## config.mk

```make
export PLATFORM = sky130hd
export DESIGN_NAME = led_mux_refresh
export DESIGN_NICKNAME = d
export VERILOG_FILES = /design/src/rtl/ledp_pkg.sv /design/src/rtl/ledp_frame_store.sv /design/src/rtl/ledp_sclk_div.sv /design/src/rtl/ledp_bit_seq.sv /design/src/rtl/led_mux_refresh.sv
export SDC_FILE = /design/constraint.sdc
export NUM_CORES = 1
export LEC_CHECK = 0
export BUFFER_PORTS_ARGS = -buffer_cell sky130_fd_sc_hd__buf_4
export CAP_MARGIN = 5
export CORE_ASPECT_RATIO = 0.7
export CORE_MARGIN = 2
export CORE_UTILIZATION = 50
export DETAILED_ROUTE_END_ITERATION = 10
export GPL_TIMING_DRIVEN = 0
export PLACE_DENSITY = 0.68
export SYNTH_ARGS = -nofsm -noshare
export SYNTH_HDL_FRONTEND = slang
export SYNTH_SLANG_ARGS = --single-unit
```

## constraint.sdc

```tcl
create_clock -name clk -period 5.1 [get_ports clk]
set_input_delay 1.275 -clock clk [delete_from_list [all_inputs] [get_ports clk]]
set_output_delay 1.275 -clock clk [all_outputs]
set_load 0.1 [all_outputs]
```

## src/rtl/ledp_pkg.sv

```systemverilog
// Package: shared types for the LED panel refresh controller.
// Assumes: nothing beyond a standard SystemVerilog tool flow.
package ledp_pkg;

    // Top-level sequencing states of one refresh phase.
    typedef enum logic [1:0] {
        ST_LOAD  = 2'd0,
        ST_SHIFT = 2'd1,
        ST_OE    = 2'd2
    } ledp_state_e;

endpackage

```

## src/rtl/ledp_frame_store.sv

```systemverilog
// Module: ledp_frame_store
// Holds one row word per (phase, group) entry, written by the host, and
// copies the words of one phase into a buffer when ld_en is high.
// Assumes: PHASES and GROUPS are powers of two, so the address is a concatenation.
module ledp_frame_store #(
    parameter int PHASES = 4,
    parameter int GROUPS = 8,
    parameter int ROWS   = 19,
    parameter int PH_W   = $clog2(PHASES),
    parameter int GR_W   = $clog2(GROUPS)
) (
    input  logic                     clk,
    input  logic                     rst_n,
    input  logic                     wr_en,
    input  logic [PH_W-1:0]          wr_phase,
    input  logic [GR_W-1:0]          wr_group,
    input  logic [ROWS-1:0]          wr_data,
    input  logic                     ld_en,
    input  logic [PH_W-1:0]          ld_phase,
    output logic [GROUPS*ROWS-1:0]   phase_buf
);
    localparam int ENTRIES = PHASES * GROUPS;
    localparam int ADDR_W  = PH_W + GR_W;

    logic [ROWS-1:0]   mem [ENTRIES];
    logic [ADDR_W-1:0] wr_addr;

    assign wr_addr = {wr_phase, wr_group};

    // Host write port; reset clears every entry.
    always_ff @(posedge clk) begin
        if (!rst_n) begin
            for (int e = 0; e < ENTRIES; e++) mem[e] <= '0;
        end else if (wr_en) begin
            mem[wr_addr] <= wr_data;
        end
    end

    // One loader per group: snapshot of the selected phase.
    for (genvar g = 0; g < GROUPS; g++) begin : g_load
        logic [ADDR_W-1:0] rd_addr;
        assign rd_addr = {ld_phase, GR_W'(g)};

        // Capture this group's word at the phase boundary.
        always_ff @(posedge clk) begin
            if (!rst_n) begin
                phase_buf[g*ROWS +: ROWS] <= '0;
            end else if (ld_en) begin
                phase_buf[g*ROWS +: ROWS] <= mem[rd_addr];
            end
        end
    end

endmodule

```

## src/rtl/ledp_sclk_div.sv

```systemverilog
// Module: ledp_sclk_div
// Emits a one-cycle tick every CLK_DIV system clocks while run is high.
// The counter restarts from zero whenever run is low.
// Assumes: CLK_DIV >= 1.
module ledp_sclk_div #(
    parameter int CLK_DIV = 17
) (
    input  logic clk,
    input  logic rst_n,
    input  logic run,
    output logic tick
);
    localparam int DIV_W = (CLK_DIV > 1) ? $clog2(CLK_DIV) : 1;
    localparam logic [DIV_W-1:0] LAST = DIV_W'(CLK_DIV - 1);

    logic [DIV_W-1:0] cnt;

    // Half-period counter.
    always_ff @(posedge clk) begin
        if (!rst_n || !run) begin
            cnt <= '0;
        end else if (cnt == LAST) begin
            cnt <= '0;
        end else begin
            cnt <= cnt + 1'b1;
        end
    end

    assign tick = run && (cnt == LAST);

endmodule

```

## src/rtl/ledp_bit_seq.sv

```systemverilog
// Module: ledp_bit_seq
// Walks through the bit stream of one phase: the select byte, then one
// word per group from the highest group down, each word being zero padding
// followed by the rows from the highest down. Presents the current bit.
// Assumes: start and adv are never high together; GRP_BITS >= ROWS.
module ledp_bit_seq #(
    parameter int GROUPS   = 8,
    parameter int ROWS     = 19,
    parameter int SEL_BITS = 8,
    parameter int GRP_BITS = 24,
    parameter int PH_W     = 2,
    parameter int GR_W     = 3
) (
    input  logic                   clk,
    input  logic                   rst_n,
    input  logic                   start,
    input  logic                   adv,
    input  logic [PH_W-1:0]        phase,
    input  logic [GROUPS*ROWS-1:0] phase_buf,
    output logic                   bit_out,
    output logic                   last
);
    localparam int PAD    = GRP_BITS - ROWS;
    localparam int MAXW   = (GRP_BITS > SEL_BITS) ? GRP_BITS : SEL_BITS;
    localparam int SLOT_W = $clog2(MAXW);
    localparam int SEL_IW = (SEL_BITS > 1) ? $clog2(SEL_BITS) : 1;
    localparam int BUF_IW = $clog2(GROUPS * ROWS);

    logic              in_sel;
    logic [GR_W-1:0]   grp;
    logic [SLOT_W-1:0] slot;
    logic [SEL_BITS-1:0] sel_byte;
    logic [SEL_IW-1:0] sel_idx;
    logic [BUF_IW-1:0] row_idx;

    // Position counters: section, group and slot within the word.
    always_ff @(posedge clk) begin
        if (!rst_n || start) begin
            in_sel <= 1'b1;
            grp    <= GR_W'(GROUPS - 1);
            slot   <= '0;
        end else if (adv) begin
            if (in_sel) begin
                if (slot == SLOT_W'(SEL_BITS - 1)) begin
                    in_sel <= 1'b0;
                    slot   <= '0;
                end else begin
                    slot <= slot + 1'b1;
                end
            end else if (slot == SLOT_W'(GRP_BITS - 1)) begin
                slot <= '0;
                grp  <= grp - 1'b1;
            end else begin
                slot <= slot + 1'b1;
            end
        end
    end

    assign sel_byte = SEL_BITS'(phase);
    assign sel_idx  = SEL_IW'(SEL_BITS - 1 - int'(slot));
    assign row_idx  = BUF_IW'(int'(grp) * ROWS + (ROWS - 1) - (int'(slot) - PAD));

    // Current bit value for the position held in the counters.
    always_comb begin
        if (in_sel) begin
            bit_out = sel_byte[sel_idx];
        end else if (int'(slot) < PAD) begin
            bit_out = 1'b0;
        end else begin
            bit_out = phase_buf[row_idx];
        end
    end

    assign last = !in_sel && (grp == '0) && (slot == SLOT_W'(GRP_BITS - 1));

endmodule

```

## src/rtl/led_mux_refresh.sv

```systemverilog
// Module: led_mux_refresh (top)
// Refreshes a multiplexed LED panel without pause: per phase it loads the
// phase's row words, shifts out select byte and group words on sdo/sclk,
// then holds oe_n low for oe_width clocks and strobes phase_done.
// Assumes: COLS is a multiple of COLS_PER_GROUP; both quotients are powers of two.
module led_mux_refresh #(
    parameter int ROWS           = 19,
    parameter int COLS           = 32,
    parameter int COLS_PER_GROUP = 4,
    parameter int GRP_BITS       = 24,
    parameter int SEL_BITS       = 8,
    parameter int CLK_DIV        = 17,
    parameter int OE_W           = 16,
    localparam int GROUPS        = COLS / COLS_PER_GROUP,
    localparam int PHASES        = COLS_PER_GROUP,
    localparam int PH_W          = $clog2(PHASES),
    localparam int GR_W          = $clog2(GROUPS)
) (
    input  logic              clk,
    input  logic              rst_n,
    input  logic              wr_en,
    input  logic [PH_W-1:0]   wr_phase,
    input  logic [GR_W-1:0]   wr_group,
    input  logic [ROWS-1:0]   wr_data,
    input  logic [OE_W-1:0]   oe_width,
    output logic              sdo,
    output logic              sclk,
    output logic              oe_n,
    output logic              phase_done
);
    import ledp_pkg::*;

    ledp_state_e            state;
    logic [PH_W-1:0]        phase;
    logic [OE_W-1:0]        oe_cnt;
    logic [GROUPS*ROWS-1:0] phase_buf;
    logic                   sclk_q, oe_q, done_q;
    logic                   tick, ld_en, run, adv, last, bit_out;

    assign ld_en = (state == ST_LOAD);
    assign run   = (state == ST_SHIFT);
    assign adv   = run && tick && sclk_q && !last;

    ledp_frame_store #(
        .PHASES (PHASES),
        .GROUPS (GROUPS),
        .ROWS   (ROWS),
        .PH_W   (PH_W),
        .GR_W   (GR_W)
    ) store_i (
        .clk       (clk),
        .rst_n     (rst_n),
        .wr_en     (wr_en),
        .wr_phase  (wr_phase),
        .wr_group  (wr_group),
        .wr_data   (wr_data),
        .ld_en     (ld_en),
        .ld_phase  (phase),
        .phase_buf (phase_buf)
    );

    ledp_sclk_div #(
        .CLK_DIV (CLK_DIV)
    ) div_i (
        .clk   (clk),
        .rst_n (rst_n),
        .run   (run),
        .tick  (tick)
    );

    ledp_bit_seq #(
        .GROUPS   (GROUPS),
        .ROWS     (ROWS),
        .SEL_BITS (SEL_BITS),
        .GRP_BITS (GRP_BITS),
        .PH_W     (PH_W),
        .GR_W     (GR_W)
    ) seq_i (
        .clk       (clk),
        .rst_n     (rst_n),
        .start     (ld_en),
        .adv       (adv),
        .phase     (phase),
        .phase_buf (phase_buf),
        .bit_out   (bit_out),
        .last      (last)
    );

    // Phase sequencer: load, shift, enable pulse, advance.
    always_ff @(posedge clk) begin
        if (!rst_n) begin
            state  <= ST_LOAD;
            phase  <= '0;
            sclk_q <= 1'b0;
            oe_q   <= 1'b1;
            done_q <= 1'b0;
            oe_cnt <= '0;
        end else begin
            done_q <= 1'b0;
            case (state)
                ST_LOAD: begin
                    state  <= ST_SHIFT;
                    sclk_q <= 1'b0;
                end
                ST_SHIFT: begin
                    if (tick) begin
                        if (!sclk_q) begin
                            sclk_q <= 1'b1;
                        end else begin
                            sclk_q <= 1'b0;
                            if (last) begin
                                state  <= ST_OE;
                                oe_q   <= 1'b0;
                                oe_cnt <= (oe_width == '0) ? '0 : oe_width - 1'b1;
                            end
                        end
                    end
                end
                ST_OE: begin
                    if (oe_cnt == '0) begin
                        oe_q   <= 1'b1;
                        done_q <= 1'b1;
                        phase  <= (phase == PH_W'(PHASES - 1)) ? '0 : phase + 1'b1;
                        state  <= ST_LOAD;
                    end else begin
                        oe_cnt <= oe_cnt - 1'b1;
                    end
                end
                default: state <= ST_LOAD;
            endcase
        end
    end

    assign sdo        = run ? bit_out : 1'b0;
    assign sclk       = sclk_q;
    assign oe_n       = oe_q;
    assign phase_done = done_q;

endmodule

```

==> flow_metrics.tcl, run 1 <==
set metrics [dict create \
    ys_ff_latch 797 \
    yosys-mux-area-fraction_pct 12.1 \
    dp_hpwl_mm 79.5 \
    hold_path_depth 2 \
    drive_gt1_share_pct 16.8 \
    synth_cell_types 59 \
    hp-class "register to register" \
    skew_ns 0.0345 \
    path_clk_slew_ns 0.07 \
    r2r_start "phase[1]" \
    synth_most_common_cell "and2_1" \
    min_from "store_i.phase_buf[27]" \
    cts-root-buf "clkbuf_16" \
    grt-ovfl-total 0 \
    num_io_pins 47 \
    viasPerCell 6.23 \
    multi_input_area_sq_um 13400 \
    drv_cap 6 \
    cellLeakagePower_nw 14.1 \
    violations "max-capacitance violations, max-slew violations, negative setup slack" \
    synth_fa_ha_area_share_pct 1.18 \
    yosysWarnings 0 \
    finalHoldViolCount 0 \
    synth.largest_area_cell "edfxtp_1" \
    grt_pass1_vias 23421 \
    ant_nets 0 \
    rows 82 \
    grt_pass1_wl_mm 167 \
    layout.nets 2948 \
    portBuffers 46 \
    drtPass1Iterations 5 \
    required_ns 3.83 \
    stdcell_count 3908 \
    seq_area_frac_synth_pct 61.3 \
    max_freq_mhz 167 \
    rr_endpoint "store_i.phase_buf[0]" \
    gp_congestion 0.997 \
    tightest_slew_ns 1.55 \
    synth_xor_area_share_pct 0.901 \
    worst_setup_path_end_kind "output port" \
    core_area_sq_um 71400 \
    synth_edf_count 608 \
    grt_antenna_before_repair 25 \
    worstPathArrival_ns 4.73 \
    fill_cells 5640 \
    synthesis.nets 2774 \
    setup_ws_ns -0.903 \
    cp-start-kind "register" \
    worstSkewPairLatency_ns 0.65 \
    via_count 24342 \
    route.detailed.drc 0 \
    p_total_mw 14.2 \
    numCtsBuffers 77 \
    regToRegSetupSlack_ns 1.58 \
    wl_per_cell_um 30.2 \
    fin_crit_sh_pct 118 \
    min_period_ns 6.00 \
    crit_chain "buf_4 -> xnor2_1 -> ha_1 -> ha_1 -> buf_2 -> buf_2 -> mux4_2 -> a2111oi_2 -> nor3_1 -> o21ai_1 -> a22oi_2 -> buf_12" \
    critPathKind "register to output port" \
    synth_top_area_share_pct 50.8 \
    avgSynthCellArea_sq_um 13.3 \
    yosys-top-cells-area "edfxtp_1 51%, mux4_2 12%, and2_1 11%" \
    ir_worst_vdd_v 0.000294 \
    slowest_stage "buf_2" \
    fp.dieH_um 228 \
    cts_tree "done" \
    rsz0062_at_grt "yes" \
    drv_slew 55 \
    regArea_sq_um 22000 \
    synth_top_family_by_area "simple AND/OR/NAND/NOR gates" \
    grtUsageTotal_pct 31.8 \
    start_util_pct 50.4 \
    synthSimpleGateAreaFrac_pct 16.9 \
    syn-cell-area_sq_um 36000 \
    maxSlewHeadroom_pct -3.44 \
    first_iter_violations 3859 \
    synthFlopType "edfxtp_1" \
    hold_buffers 0 \
    reg2reg_depth 6 \
    crit_fanout 10 \
    dieArea_sq_um 74100 \
    die_w_um 325 \
    cellPowerDensity_nw_per_um2 344 \
    synthCells 2699 \
    wl_mm 118 \
    outcome "finished with violations" \
    htree_levels 3 \
    dp_cells 3747 \
    synth_compound_area_share_pct 5.16 \
    hold_end "store_i.phase_buf[27]" \
    grt_max_degree 18 \
    cts_sinks 797 \
    setup_viol 1 \
    area_delta_synth_final_pct 14.5 \
    synthArstFlopShare_pct 0 \
    clock_path_buffers 3 \
    slowest_delay_ns 0.57 \
    synthTopCellsByCount "613 x and2_1, 608 x edfxtp_1, 351 x nand2_1, 190 x mux4_2, 189 x dfxtp_1" \
]
-- cell families after synthesis --
logic type	after synthesis
compound gates	267
xor+xnor	37
fa+ha+maj	32
buf+inv	233
flops	797
mux	196
simple gates	1137
-- critical path, delay by kind of cell, from the launching register on --
kind / cells / cell delay (ns)
AOI/OAI and AO/OA: 3 / 0.81
DFF: 1 / 0.34
and+or+nand+nor: 1 / 0.10
buffers and inverters: 4 / 1.41
muxes: 1 / 0.52
xor gates and xnor gates: 1 / 0.17
adders and majority gates: 2 / 0.71
-- state kept, by name, summed over array words and instances, names as in the netlist --
signal / cells
store_i.phase_buf: 152
seq_i.in_sel: 1
phase_done: 1
state: 2
seq_i.grp: 3
seq_i.slot: 5
store_i.mem: 608
oe_cnt: 16
phase: 2
oe_n: 1
sclk: 1
div_i.cnt: 5
-- per-layer routing --
layer | part of all wire, % | up-vias | global-route usage, % | wire, um
met5 | 0.022 | - | 0 | 26
met4 | 4.8 | 4 | 14.1 | 5600
met3 | 15 | 293 | 11.1 | 18300
met2 | 41 | 1793 | 44.6 | 48800
met1 | 38 | 12234 | 44.9 | 45100
li1 | - | 10018 | - | -
-- how the worst max path moves through the flow --
stage | depth (start not counted) | to | from | slack (ns)
2_1_floorplan | 17 | sdo | seq_i.slot[0] | -0.46
3_3_place_gp | 11 | sdo | seq_i.grp[1] | -0.75
3_5_place_dp | 11 | sdo | seq_i.grp[1] | -0.76
4_1_cts | 19 | sdo | seq_i.slot[0] | -0.92
5_1_grt | 18 | sdo | seq_i.slot[0] | -0.98
6_report | 12 | sdo | seq_i.slot[1] | -0.90
-- cell type report --
class / count / share of cell area [%]
sequential: 797 / 53.5
timing repair buffer: 97 / 2.63
buffer: 208 / 2.03
clock buffer: 101 / 5.15
multi-input combinational: 1669 / 32.5
clock inverter: 38 / 0.927
inverter: 23 / 0.216
antenna: 9 / 0.0547
tap: 966 / 2.94
-- report_power, final --
group | switching, mW | internal, mW | total, mW
Clock | 2.57 | 3.30 | 5.86
Combinational | 0.611 | 0.278 | 0.889
Sequential | 0.123 | 7.30 | 7.42
-- placed cells by master (no fill, tap or decap), types with 12 or more instances in the layout --
master / instances
a21boi_0: 154
and2_1: 613
buf_1: 20
buf_2: 12
buf_4: 54
buf_8: 36
clkbuf_1: 185
clkbuf_16: 81
dfxtp_1: 187
edfxtp_1: 608
ha_1: 24
inv_1: 19
mux4_2: 190
nand2_1: 351
nand3_1: 25
nor2_1: 69
nor2b_1: 17
o21ai_0: 19
o21ai_2: 32
xnor2_1: 18
xor2_1: 12
-- stage by stage --
| stage | TNS [ns] | instance area (sq um) | worst slack (ns) | hold WS [ns] | utilization, % |
|---|---|---|---|---|---|
| floorplan | -0.457 | 36100 | -0.457 | 0.430 | - |
| global placement | -128.93 | 37600 | -0.752 | 0.440 | 52.7 |
| detailed placement | -0.764 | 38300 | -0.764 | 0.457 | 53.6 |
| CTS | -0.920 | 41000 | -0.920 | 0.466 | 57.4 |
| global route | -0.980 | 41200 | -0.980 | 0.481 | 57.7 |
| finish | -0.903 | 41200 | -0.903 | 0.465 | 57.7 |
-- timing repair --
action,CTS,global route
pin swaps,9,21
endpoints found under the setup margin,1,1
gates resized for setup,33,20
buffers inserted,7,6
endpoints found under the hold margin,0,0
cloned,0,0
Power figures use the tool's default switching activity.
==> inputs of run 2 (changes only) <==
--- a/config.mk
+++ b/config.mk
@@ -11,7 +11,7 @@
 export CORE_MARGIN = 2
 export CORE_UTILIZATION = 50
 export DETAILED_ROUTE_END_ITERATION = 10
-export GPL_TIMING_DRIVEN = 0
+export GPL_TIMING_DRIVEN = 1
 export PLACE_DENSITY = 0.68
 export SYNTH_ARGS = -nofsm -noshare
 export SYNTH_HDL_FRONTEND = slang
==> run 2 against run 1 <==
Net effect:
- the run ends with negative setup slack left
- cell count decreased by 3.9%
- clock-buffer cell count grew 13
- flip-flop and latch count unchanged
- maximum frequency increased by 3.9%
- sequential power barely moved
- largest power group unchanged
- highest routed layer unchanged
==> flow_metrics.tcl, run 2 (synthesis gave the netlist of run 1 again) <==
set metrics [dict create \
    outcome "finished with violations" \
    violations "negative setup slack" \
    worst_setup_path_end_kind "output port" \
    hp-class "register to register" \
    top_register "store_i.mem" \
    grt_pass1_vias 22131 \
    via_count 21673 \
    critPathKind "register to output port" \
    dp_hpwl_mm 53.3 \
    final_common_cell "and2_1" \
    worstPathArrival_ns 4.50 \
    route.detailed.drc 0 \
    cp-start-kind "register" \
    crit_fanout 5 \
    fill_cells 5756 \
    reg.largest.list "store_i.mem (608), store_i.phase_buf (152), oe_cnt (16)" \
    diodes 0 \
    area_delta_synth_final_pct 12.5 \
    finalHoldViolCount 0 \
    layout_common_cells "613 x and2_1, 608 x edfxtp_1, 351 x nand2_1" \
    rows 82 \
    crit_chain "inv_2 -> ha_4 -> xnor2_2 -> fa_1 -> inv_2 -> ha_4 -> ha_4 -> inv_2 -> fa_2 -> buf_12 -> xnor2_4 -> mux4_2 -> mux2i_1 -> nor2_1 -> o21ai_1 -> o311a_1 -> a22oi_2 -> buf_12" \
    worstSkewPairLatency_ns 0.64 \
    ant_nets 0 \
    r2r_start "phase[1]" \
    dieArea_sq_um 74100 \
    reg2reg_depth 5 \
    layout.nets 2801 \
    maxSlewHeadroom_pct 17.8 \
    skew_ns 0.0201 \
    tightest_slew_ns 1.23 \
    cts_sinks 797 \
    num_io_pins 47 \
    grt_pass1_wl_mm 137 \
    portBuffers 46 \
    min_from "div_i.cnt[0]" \
    required_ns 3.83 \
    cellPowerDensity_nw_per_um2 344 \
    min_period_ns 5.78 \
    ir_worst_vdd_v 0.000227 \
    viasPerCell 5.77 \
    regArea_sq_um 22100 \
    wl_mm 90.2 \
    first_iter_violations 2216 \
    grt-ovfl-total 0 \
    wl_per_cell_um 24.0 \
    rr_endpoint "store_i.phase_buf[42]" \
    drv_slew 0 \
    gp_congestion 0.917 \
    slowest_stage "fa_1" \
    fp.dieH_um 228 \
    largest_reg_flops 608 \
    setup_ws_ns -0.679 \
    htree_levels 3 \
    grt_antenna_before_repair 9 \
    cts_tree "done" \
    drive_gt1_share_pct 18.9 \
    cellLeakagePower_nw 14.0 \
    fin_crit_sh_pct 113 \
    hold_path_depth 1 \
    cpLargestDelayFamily "adder cells" \
    grt_max_degree 92 \
    start_util_pct 50.4 \
    p_total_mw 13.9 \
    cts-root-buf "clkbuf_16" \
    hold_end "div_i.cnt[0]" \
    fin_tns_setup_ns -0.679 \
    path_buf_inv 5 \
    clock_path_buffers 3 \
    multi_input_area_sq_um 13300 \
    core_area_sq_um 71400 \
    setup_viol 1 \
    drv_cap 0 \
    max_freq_mhz 173 \
    numCtsBuffers 78 \
    grtUsageTotal_pct 24.6 \
    path_clk_slew_ns 0.06 \
    die_w_um 325 \
    drtPass1Iterations 5 \
    rsz0062_at_grt "yes" \
    regToRegSetupSlack_ns 2.32 \
    hold_buffers 0 \
    slowest_delay_ns 0.50 \
]
==> run 2: how the worst max path moves through the flow <==
stage	start	to	slack, ns	cells after the start
floorplan	seq_i.slot[0]	sdo	-0.46	17
global placement	seq_i.slot[1]	sdo	-0.23	17
detailed placement	seq_i.slot[1]	sdo	-0.29	17
CTS	seq_i.slot[0]	sdo	-0.75	17
global route	seq_i.slot[0]	sdo	-0.89	18
finish	seq_i.slot[0]	sdo	-0.68	18
==> run 2: power by group <==
group / switching (mW) / internal (mW)
logic: 0.454 / 0.236
registers: 0.113 / 7.30
clock network: 2.48 / 3.33
total: 3.04 / 10.9
==> run 2: repair_timing <==
item / CTS / global route
setup endpoints to repair: 1 / 1
endpoints found under the hold margin: 0 / 0
pin swaps: 9 / 2
resized for setup: 12 / 3
buffers inserted: 2 / 0
==> run 2: routing by layer <==
layer	vias to the layer above	part of all wire [%]	GRT usage, %
li1	9689	-	-
met1	11030	42	33.9
met2	812	47	38.9
met3	134	8.7	6.27
met4	8	2.6	7.18
met5	-	0.051	0
==> run 2: metrics by stage <==
step,setup slack (ns),std cells,utilization (%),hold WS [ns],area [sq um]
after floorplan,-0.457,2699,-,0.430,36100
after global placement,-0.235,3610,52.9,0.437,37800
after detailed placement,-0.289,3610,52.9,0.448,37800
after CTS,-0.748,3756,56.6,0.461,40400
after global routing,-0.891,3756,56.7,0.484,40500
final,-0.679,3756,56.7,0.459,40500
==> run 2: final cells by class <==
cell class              count  area share, %
repair buffers            157           3.12
clock buffers             114           5.85
clock inverters            30          0.541
inverters                  23          0.213
flip-flops and latches    797           54.5
well taps                 966           2.99
multi-input cells        1669           32.8
